## config.mk

```make
export PLATFORM = sky130hd
export DESIGN_NAME = dbg_mailbox
export DESIGN_NICKNAME = d
export VERILOG_FILES = /design/src/rtl/dbgmb_pkg.sv /design/src/rtl/dbgmb_xfer_reg.sv /design/src/rtl/dbgmb_status.sv /design/src/rtl/dbgmb_rd_mux.sv /design/src/rtl/dbg_mailbox.sv
export SDC_FILE = /design/constraint.sdc
export NUM_CORES = 1
export LEC_CHECK = 0
export ABC_AREA = 0
export BUFFER_PORTS_ARGS = -buffer_cell sky130_fd_sc_hd__buf_2
export CORE_MARGIN = 4
export CORE_UTILIZATION = 51
export DETAILED_ROUTE_END_ITERATION = 8
export PLACE_DENSITY = 0.88
export RECOVER_POWER = 100
export SYNTH_ARGS = -nofsm -noshare
export SYNTH_HDL_FRONTEND = slang
export SYNTH_SLANG_ARGS = --single-unit
export TNS_END_PERCENT = 5
```

## constraint.sdc

```tcl
create_clock -name clk_i -period 3.2 [get_ports clk_i]
set_clock_uncertainty 0.1 [all_clocks]
set_input_delay 0.64 -clock clk_i [delete_from_list [all_inputs] [get_ports clk_i]]
set_output_delay 0.64 -clock clk_i [all_outputs]
set_load 0.01 [all_outputs]
```

## src/rtl/dbgmb_pkg.sv

```systemverilog
package dbgmb_pkg;
  localparam int STAT_W      = 32;
  localparam int BIT_RX_FULL = 30;
  localparam int BIT_TX_FULL = 29;
  localparam int BIT_RX_OVR  = 27;
  localparam int BIT_TX_OVR  = 26;

  typedef enum logic {
    SEL_DATA = 1'b0,
    SEL_STAT = 1'b1
  } sel_e;

  typedef struct packed {
    logic rx_full;
    logic tx_full;
    logic rx_ovr;
    logic tx_ovr;
  } flags_t;
endpackage

```

## src/rtl/dbgmb_xfer_reg.sv

```systemverilog
module dbgmb_xfer_reg #(
  parameter int DATA_W = 32
) (
  input  logic              clk_i,
  input  logic              rst_ni,
  input  logic              wr_i,
  input  logic [DATA_W-1:0] wdata_i,
  input  logic              rd_i,
  output logic [DATA_W-1:0] data_o,
  output logic              full_o,
  output logic              ovr_o
);
  logic [DATA_W-1:0] data_q;
  logic              full_q, ovr_q;
  logic              clr, accept;

  assign clr    = rd_i & full_q;
  // a clearing read in the same cycle frees the slot for the write
  assign accept = wr_i & (~full_q | rd_i);

  always_ff @(posedge clk_i or negedge rst_ni) begin
    if (!rst_ni) begin
      data_q <= '0;
      full_q <= 1'b0;
      ovr_q  <= 1'b0;
    end else begin
      if (accept) begin
        data_q <= wdata_i;
        full_q <= 1'b1;
      end else if (clr) begin
        full_q <= 1'b0;
      end
      if (wr_i && !accept) ovr_q <= 1'b1;
    end
  end

  assign data_o = data_q;
  assign full_o = full_q;
  assign ovr_o  = ovr_q;
endmodule

```

## src/rtl/dbgmb_status.sv

```systemverilog
module dbgmb_status
  import dbgmb_pkg::*;
(
  input  flags_t            flags_i,
  output logic [STAT_W-1:0] stat_o
);
  always_comb begin
    stat_o              = '0;
    stat_o[BIT_RX_FULL] = flags_i.rx_full;
    stat_o[BIT_TX_FULL] = flags_i.tx_full;
    stat_o[BIT_RX_OVR]  = flags_i.rx_ovr;
    stat_o[BIT_TX_OVR]  = flags_i.tx_ovr;
  end
endmodule

```

## src/rtl/dbgmb_rd_mux.sv

```systemverilog
module dbgmb_rd_mux
  import dbgmb_pkg::*;
#(
  parameter int DATA_W = 32
) (
  input  sel_e              sel_i,
  input  logic [DATA_W-1:0] data_i,
  input  logic [STAT_W-1:0] stat_i,
  output logic [DATA_W-1:0] rdata_o
);
  always_comb begin
    rdata_o = '0;
    if (sel_i == SEL_DATA) rdata_o = data_i;
    else                   rdata_o[STAT_W-1:0] = stat_i;
  end
endmodule

```

## src/rtl/dbg_mailbox.sv

```systemverilog
// DATA_W must be at least dbgmb_pkg::STAT_W
module dbg_mailbox
  import dbgmb_pkg::*;
#(
  parameter int DATA_W = 32
) (
  input  logic              clk_i,
  input  logic              rst_ni,
  input  logic              dbg_sel_i,
  input  logic              dbg_we_i,
  input  logic              dbg_re_i,
  input  logic [DATA_W-1:0] dbg_wdata_i,
  output logic [DATA_W-1:0] dbg_rdata_o,
  input  logic              cpu_sel_i,
  input  logic              cpu_we_i,
  input  logic              cpu_re_i,
  input  logic [DATA_W-1:0] cpu_wdata_i,
  output logic [DATA_W-1:0] cpu_rdata_o,
  output logic              comm_rx_o,
  output logic              comm_tx_o
);
  logic [DATA_W-1:0] rx_data, tx_data;
  logic [STAT_W-1:0] stat_w;
  flags_t            flags;
  logic              rx_wr, rx_rd, tx_wr, tx_rd;

  assign rx_wr = dbg_we_i & (dbg_sel_i == SEL_DATA);
  assign rx_rd = cpu_re_i & (cpu_sel_i == SEL_DATA);
  assign tx_wr = cpu_we_i & (cpu_sel_i == SEL_DATA);
  assign tx_rd = dbg_re_i & (dbg_sel_i == SEL_DATA);

  dbgmb_xfer_reg #(.DATA_W(DATA_W)) u_rx (
    .clk_i, .rst_ni,
    .wr_i(rx_wr), .wdata_i(dbg_wdata_i), .rd_i(rx_rd),
    .data_o(rx_data), .full_o(flags.rx_full), .ovr_o(flags.rx_ovr)
  );

  dbgmb_xfer_reg #(.DATA_W(DATA_W)) u_tx (
    .clk_i, .rst_ni,
    .wr_i(tx_wr), .wdata_i(cpu_wdata_i), .rd_i(tx_rd),
    .data_o(tx_data), .full_o(flags.tx_full), .ovr_o(flags.tx_ovr)
  );

  dbgmb_status u_stat (.flags_i(flags), .stat_o(stat_w));

  dbgmb_rd_mux #(.DATA_W(DATA_W)) u_dbg_mux (
    .sel_i(sel_e'(dbg_sel_i)), .data_i(tx_data), .stat_i(stat_w), .rdata_o(dbg_rdata_o)
  );

  dbgmb_rd_mux #(.DATA_W(DATA_W)) u_cpu_mux (
    .sel_i(sel_e'(cpu_sel_i)), .data_i(rx_data), .stat_i(stat_w), .rdata_o(cpu_rdata_o)
  );

  // interrupt lines come straight from the status word
  assign comm_rx_o = stat_w[BIT_RX_FULL];
  assign comm_tx_o = ~stat_w[BIT_TX_FULL];
endmodule

```

==> results of run 1 <==
==> final cells by class <==
cell class,instances,area (um2),area share
Sequential cell,68,1700,0.433
Multi-Input combinational cell,140,1260,0.321
Timing Repair Buffer,142,644,0.164
Clock buffer,11,151,0.0385
Tap cell,75,93.8,0.0239
Clock inverter,4,72.6,0.0185
Inverter,1,3.75,0.000955
==> final timing paths <==
check / cells after the start / slack (ns) / end
max: 3 / 0.51 / dbg_rdata_o[29]
min: 1 / 0.38 / u_tx.data_o[25]
max reg2reg: 3 / 1.33 / u_tx.data_o[11]
min reg2reg: 1 / 0.38 / u_tx.data_o[25]
max in group asynchronous: 1 / 1.27 / u_rx.data_o[22]
min in group asynchronous: 1 / 0.68 / u_tx.data_o[10]
==> stage by stage <==
stage	instance area, um2	setup WS [ns]	util	hold slack, ns
6_report	3930	0.511	0.649	0.382
4_1_cts	4180	0.795	0.690	0.289
5_1_grt	3930	0.425	0.649	0.403
2_1_floorplan	3250	1.29	-	0.244
3_3_place_gp	3960	0.827	0.653	0.382
3_5_place_dp	3960	0.790	0.653	0.385
==> cell usage after synthesis <==
cell,instances,area [um2]
a21oi_4,2,32.5
mux2_4,40,601
nor2b_1,56,350
inv_1,1,3.75
nand2b_4,3,41.3
buf_2,2,10.0
clkbuf_1,4,15.0
buf_6,3,33.8
mux2_2,32,360
buf_12,3,60.1
nand2b_2,1,8.76
o21bai_1,2,15.0
dfrtp_1,68,1700
nand2_1,4,15.0
==> kinds of logic after synthesis <==
kind of cell           after synthesis
DFF                                 68
muxes                               72
buffers and inverters               13
and+or+nand+nor                     64
AOI/OAI and AO/OA                    4
==> critical path, cell delays in order <==
cell	delay (ns)
clkbuf_1	0.75
mux2_2	0.42
clkbuf_1	0.13
==> state kept, by name (all words and copies together) (netlist names) <==
name and count:
u_tx.full_o 1, u_rx.full_o 1, u_tx.ovr_o 1, u_rx.ovr_o 1, u_tx.data_o 32, u_rx.data_o 32
==> power groups by stage <==
stage	Sequential, uW	Combinational [uW]	Clock (uW)
5_1_grt	1180	606	850
3_5_place_dp	1170	683	0
6_report	1150	547	783
4_1_cts	1160	683	806
3_3_place_gp	1160	662	0
2_1_floorplan	1130	475	0
==> per-layer routing <==
layer | global-route usage | up-vias | wire length [um]
met1 | 0.232 | 995 | 2860
met4 | 0.0795 | 0 | 33
met5 | 0 | - | 0
li1 | - | 1016 | -
met2 | 0.290 | 98 | 3090
met3 | 0.0564 | 2 | 762
==> flow_summary_export.csv, run 1 <==
group,metric,value,unit
outcome,status,"finished, violations left",
outcome,violations,"max-capacitance violations, max-slew violations",
grt,grt_use_total,0.183,
cells_and_area,layout_commonest_cell,"buf_2",
cts,cts_setup_buffers,0,
grt,grt_max_degree,37,
cts,numCtsBuffers,9,
pwr,combPwrFrac,0.221,
synth,synth-compound-area-share,0.0146,
pwr,p_total,2480,uW
timing,fmax,372,MHz
run,maxCapViolCount,1,
timing,fin_crit,2.69,ns
floorplan,core_area,6060,um2
place,dpl.hpwl,4950,um
synth,synth_nets,293,
pwr,p_seq_frac,0.464,
synth,synth.distinct_cells,14,
pwr,vdd_drop_max,0.325,mV
floorplan,dieArea,7710,um2
cts,cts_buffer_depth,2,
place,routabilityCongestion,0.708,
place,dp.cells,426,
synth,yosys_warnings,0,
cts,cts_tree,"built",
timing,rsz0062_at_grt,"no",
cells_and_area,nets,434,
timing,finalSetupViolCount,0,
cts,clkLatencyLatePin,0.32,ns
route,drt-vias-per-instance,4.79,
setup_path,worstPathRequired,2.46,ns
grt,gr-total-overflow,0,
setup_path,critPathLaunchType,"input pin",
timing,fin_tns_setup,0,ns
cts,ctsResizeCount,0,
floorplan,fp.dieH,87.8,um
pwr,switching_share,0.264,
route,vias,2111,
pwr,clkPwrFrac,0.315,
synth,avgSynthCellArea,14.7,um2
synth,synth_mux_area_frac,0.296,
route,ant_nets,0,
cells_and_area,synthToLayoutAreaGrowth,21.0,%
route,drt_iter0_drc,29,
cells_and_area,num_antenna_cells,0,
synth,synth_cells,221,
pwr,p_switching,656,uW
timing,hold_violations,0,
setup_path,criticalPathCategory,"in -> out",
place,place.port_buffers,137,
worst_hold_path,holdCritStartpoint,"u_tx.data_o[25]",
route,post_drt_wl_per_cell,15.3,um
cells_and_area,final_cell_mix,"buf_2, dfrtp_1, clkbuf_1",
timing,finalCritPeriodShare,0.840,
synth,syn-cell-area,3250,um2
synth,synthAdderAreaFrac,0,
cells_and_area,n_fill_cell,534,
floorplan,io_pins,138,
timing,drv_slew,33,
cts,htreeDepth,3,
cells_and_area,finalNonFillerCells,441,
floorplan,rows,28,
setup_path,crit_arrival,1.95,ns
setup_path,crit_start,"dbg_sel_i",
worst_hold_path,hold_path_class,"reg -> reg",
route,drt_wl_total,6740,um
setup_path,reg2reg_from,"u_tx.full_o",
setup_path,crit_fanout,23,
cts,cts.sinks,68,
grt,grt_antenna_before_repair,0,
cts,hold_buffers,0,
floorplan,start_util,0.536,
pwr,p_per_area,631,nW/um2
cts,cts.clk_slew.worst_paths,0.07,ns
cells_and_area,drive_above_1_share,0.350,
grt,grt_pass1_vias,2279,
setup_path,end_kind,"output pin",
route,drtPass1Iterations,4,
cts,cts-root-buf,"clkbuf_8",
synth,synth-xor-area-share,0,
synth,synth_top_family_by_area,"multiplexers",
floorplan,die_w,87.8,um
route,drc,0,
synth,synth_simple_gate_area_frac,0.128,
timing,relSlewSlack,-0.199,
timing,worst_pin_slew,1.80,ns
pwr,p_leak,0.00174,uW
pwr,p_int,1830,uW
grt,grt_first_pass_wirelength,10700,um
synth,ys_ff_latch,68,
synth,synth_seq_area_share,0.524,
Power figures use the tool's default switching activity.
==> run 2: changes to the inputs <==
--- a/config.mk
+++ b/config.mk
@@ -5,12 +5,12 @@
 export SDC_FILE = /design/constraint.sdc
 export NUM_CORES = 1
 export LEC_CHECK = 0
-export ABC_AREA = 0
+export ABC_AREA = 1
 export BUFFER_PORTS_ARGS = -buffer_cell sky130_fd_sc_hd__buf_2
 export CORE_MARGIN = 4
-export CORE_UTILIZATION = 51
+export CORE_UTILIZATION = 48
 export DETAILED_ROUTE_END_ITERATION = 8
-export PLACE_DENSITY = 0.88
+export PLACE_DENSITY = 0.83
 export RECOVER_POWER = 100
 export SYNTH_ARGS = -nofsm -noshare
 export SYNTH_HDL_FRONTEND = slang
==> constraint.sdc (replaced) <==
create_clock -name clk_i -period 2.65 [get_ports clk_i]
set_clock_uncertainty 0.1 [all_clocks]
set_input_delay 0.53 -clock clk_i [delete_from_list [all_inputs] [get_ports clk_i]]
set_output_delay 0.53 -clock clk_i [all_outputs]
set_load 0.01 [all_outputs]
==> run 2 against run 1 <==
The flow still finishes with violations (max-capacitance violations, max-slew violations); combinational power increased by 28%; first-iteration DRC count increased to 5.6 times the previous value; cell area increased by 2.3%; core utilization decreased by 2.2 points; cell count increased by 47%; clock power about the same.
==> flow_summary_export.csv, run 2 <==
group,metric,value,unit
timing,relSlewSlack,-0.121,
route,drc,0,
pwr,p_total,2860,uW
grt,grt_max_degree,36,
cts,cts_tree,"built",
grt,gr-total-overflow,0,
setup_path,criticalPathCategory,"in -> out",
cells_and_area,nets,638,
cts,hold_buffers,0,
setup_path,r2r_end,"u_rx.data_o[30]",
worst_hold_path,hold_path_class,"in -> async",
floorplan,die_w,90.0,um
timing,worst_pin_slew,1.68,ns
floorplan,start_util,0.503,
timing,fin_crit,2.04,ns
synth,synth.distinct_cells,11,
pwr,p_leak,0.00229,uW
outcome,violations,"max-capacitance violations, max-slew violations",
route,drtPass1Iterations,4,
cts,cts_buffer_depth,2,
setup_path,crit_fanout,29,
place,dpl.hpwl,5800,um
setup_path,end_kind,"output pin",
pwr,clkPwrFrac,0.274,
synth,synth_seq_area_share,0.527,
synth,yosys-top-cells-count,"nand2_1, dfrtp_1, nand3_1, inv_1, nor2_1",
synth,async_flop_share,1.00,
route,drt-vias-per-instance,4.77,
timing,drv_slew,34,
timing,worst_slack,0.609,ns
synth,synthFlopType,"dfrtp_1",
cells_and_area,num_antenna_cells,0,
cts,clkLatencyLatePin,0.33,ns
pwr,p_per_area,711,nW/um2
run,maxCapViolCount,1,
pwr,p_switching,939,uW
synth,avgSynthCellArea,7.44,um2
cts,ctsResizeCount,0,
floorplan,fp.dieH,90.0,um
floorplan,dieArea,8100,um2
synth,synth_nets,506,
cts,cts.sinks,68,
pwr,switching_share,0.328,
timing,finalSetupViolCount,0,
cts,cts_setup_buffers,0,
synth,syn-cell-area,3230,um2
synth,yosys_warnings,0,
cells_and_area,synthToLayoutAreaGrowth,24.6,%
synth,yosysMostFrequentCell,"nand2_1",
cells_and_area,layout_commonest_cell,"nand2_1",
synth,synth_cells,434,
floorplan,core_area,6420,um2
setup_path,r2r_cells,4,
route,post_drt_wl_per_cell,12.4,um
synth,synth_area_leaders,"dfrtp_1, nand2_1, nand3_1, inv_1, nor2_1",
synth,synth.top_cell.area_share,0.527,
pwr,vdd_drop_max,0.351,mV
place,routabilityCongestion,0.789,
timing,finalCritPeriodShare,0.770,
grt,grt_first_pass_wirelength,13800,um
route,vias,3089,
timing,fmax,490,MHz
pwr,p_seq_frac,0.482,
setup_path,worstPathRequired,2.02,ns
grt,grt_antenna_before_repair,0,
outcome,status,"finished, violations left",
timing,hold_violations,0,
floorplan,rows,29,
route,drt_iter0_drc,162,
route,drt_wl_total,8010,um
cts,cts-root-buf,"clkbuf_8",
cts,htreeDepth,3,
pwr,p_int,1920,uW
setup_path,critPathLaunchType,"input pin",
cells_and_area,drive_above_1_share,0.168,
setup_path,crit_arrival,1.41,ns
floorplan,io_pins,138,
setup_path,ff2ff_setup_slack,1.02,ns
synth,ys_ff_latch,68,
cells_and_area,final_cell_mix,"nand2_1, buf_2, clkbuf_1, dfrtp_1, nand3_1",
cts,cts.clk_slew.worst_paths,0.07,ns
route,ant_nets,0,
place,place.port_buffers,137,
setup_path,reg2reg_from,"u_rx.full_o",
cells_and_area,n_fill_cell,622,
grt,grt_pass1_vias,3057,
place,dp_slack,0.766,ns
pwr,combPwrFrac,0.244,
grt,grt_use_total,0.204,
cts,numCtsBuffers,9,
timing,fin_tns_setup,0,ns
synth,synth_edf_count,0,
timing,rsz0062_at_grt,"no",
synth,yosys.area.top_type,"dfrtp_1",
[run 2: cell types whose count changed after synthesis, moves of 8 or more]
cell,previous run,this run
nor2_1,0,56
buf_2,2,18
mux2_4,40,0
o21ai_0,0,8
nor2b_1,56,0
nand3_1,0,66
mux2_2,32,0
inv_1,1,62
nand2_1,4,142
[run 2: metrics by stage]
stage	instances	area, um2	utilization	hold WS, ns
floorplan	434	3230	-	0.134
global placement	632	3940	0.613	0.346
detailed placement	632	3940	0.613	0.354
CTS	648	4120	0.642	0.130
global route	648	4020	0.626	0.218
finish	648	4020	0.626	0.158
[run 2: worst max-delay path by stage]
stage	startpoint	slack [ns]	cells past startpoint	to
after global placement	dbg_sel_i	0.80	6	u_rx.data_o[26]
after detailed placement	cpu_sel_i	0.77	6	u_tx.data_o[23]
after CTS	cpu_sel_i	0.82	4	cpu_rdata_o[24]
after floorplan	cpu_sel_i	0.99	3	cpu_rdata_o[10]
final	dbg_sel_i	0.61	4	dbg_rdata_o[22]
after global routing	dbg_sel_i	0.39	6	u_rx.data_o[22]
[run 2: power by group through the flow]
stage / clock (uW) / combinational, uW / sequential [uW]
final: 784 / 699 / 1380
after global placement: 0 / 724 / 1390
after detailed placement: 0 / 747 / 1390
after global routing: 868 / 815 / 1410
after CTS: 810 / 747 / 1380
after floorplan: 0 / 474 / 1370
[run 2: critical path, cell delays in order]
cell and delay (ns):
buf_2 0.10, clkbuf_2 0.35, nor2_1 0.24, clkbuf_1 0.18
[run 2: per-layer routing]
| layer | wire, um | GRT usage | up-vias |
|---|---|---|---|
| li1 | - | - | 1559 |
| met1 | 3410 | 0.253 | 1401 |
| met2 | 3820 | 0.334 | 125 |
| met3 | 730 | 0.0634 | 4 |
| met4 | 49 | 0.0753 | 0 |
| met5 | 0 | 0 | - |
[run 2: layout make-up]
| type | instances | area [um2] | area share |
|---|---|---|---|
| Sequential cell | 68 | 1700 | 0.423 |
| Multi-Input combinational cell | 278 | 1140 | 0.284 |
| Clock inverter | 3 | 20.0 | 0.00498 |
| Inverter | 64 | 240 | 0.0597 |
| Tap cell | 77 | 96.3 | 0.0240 |
| Clock buffer | 13 | 169 | 0.0420 |
| Timing Repair Buffer | 145 | 652 | 0.162 |
[run 2: logic make-up after synthesis]
family                 Yosys count  share of synthesized area
and+or+nand+nor                270                      0.344
buffers and inverters           88                      0.116
DFF                             68                      0.527
AOI/OAI and AO/OA                8                     0.0124
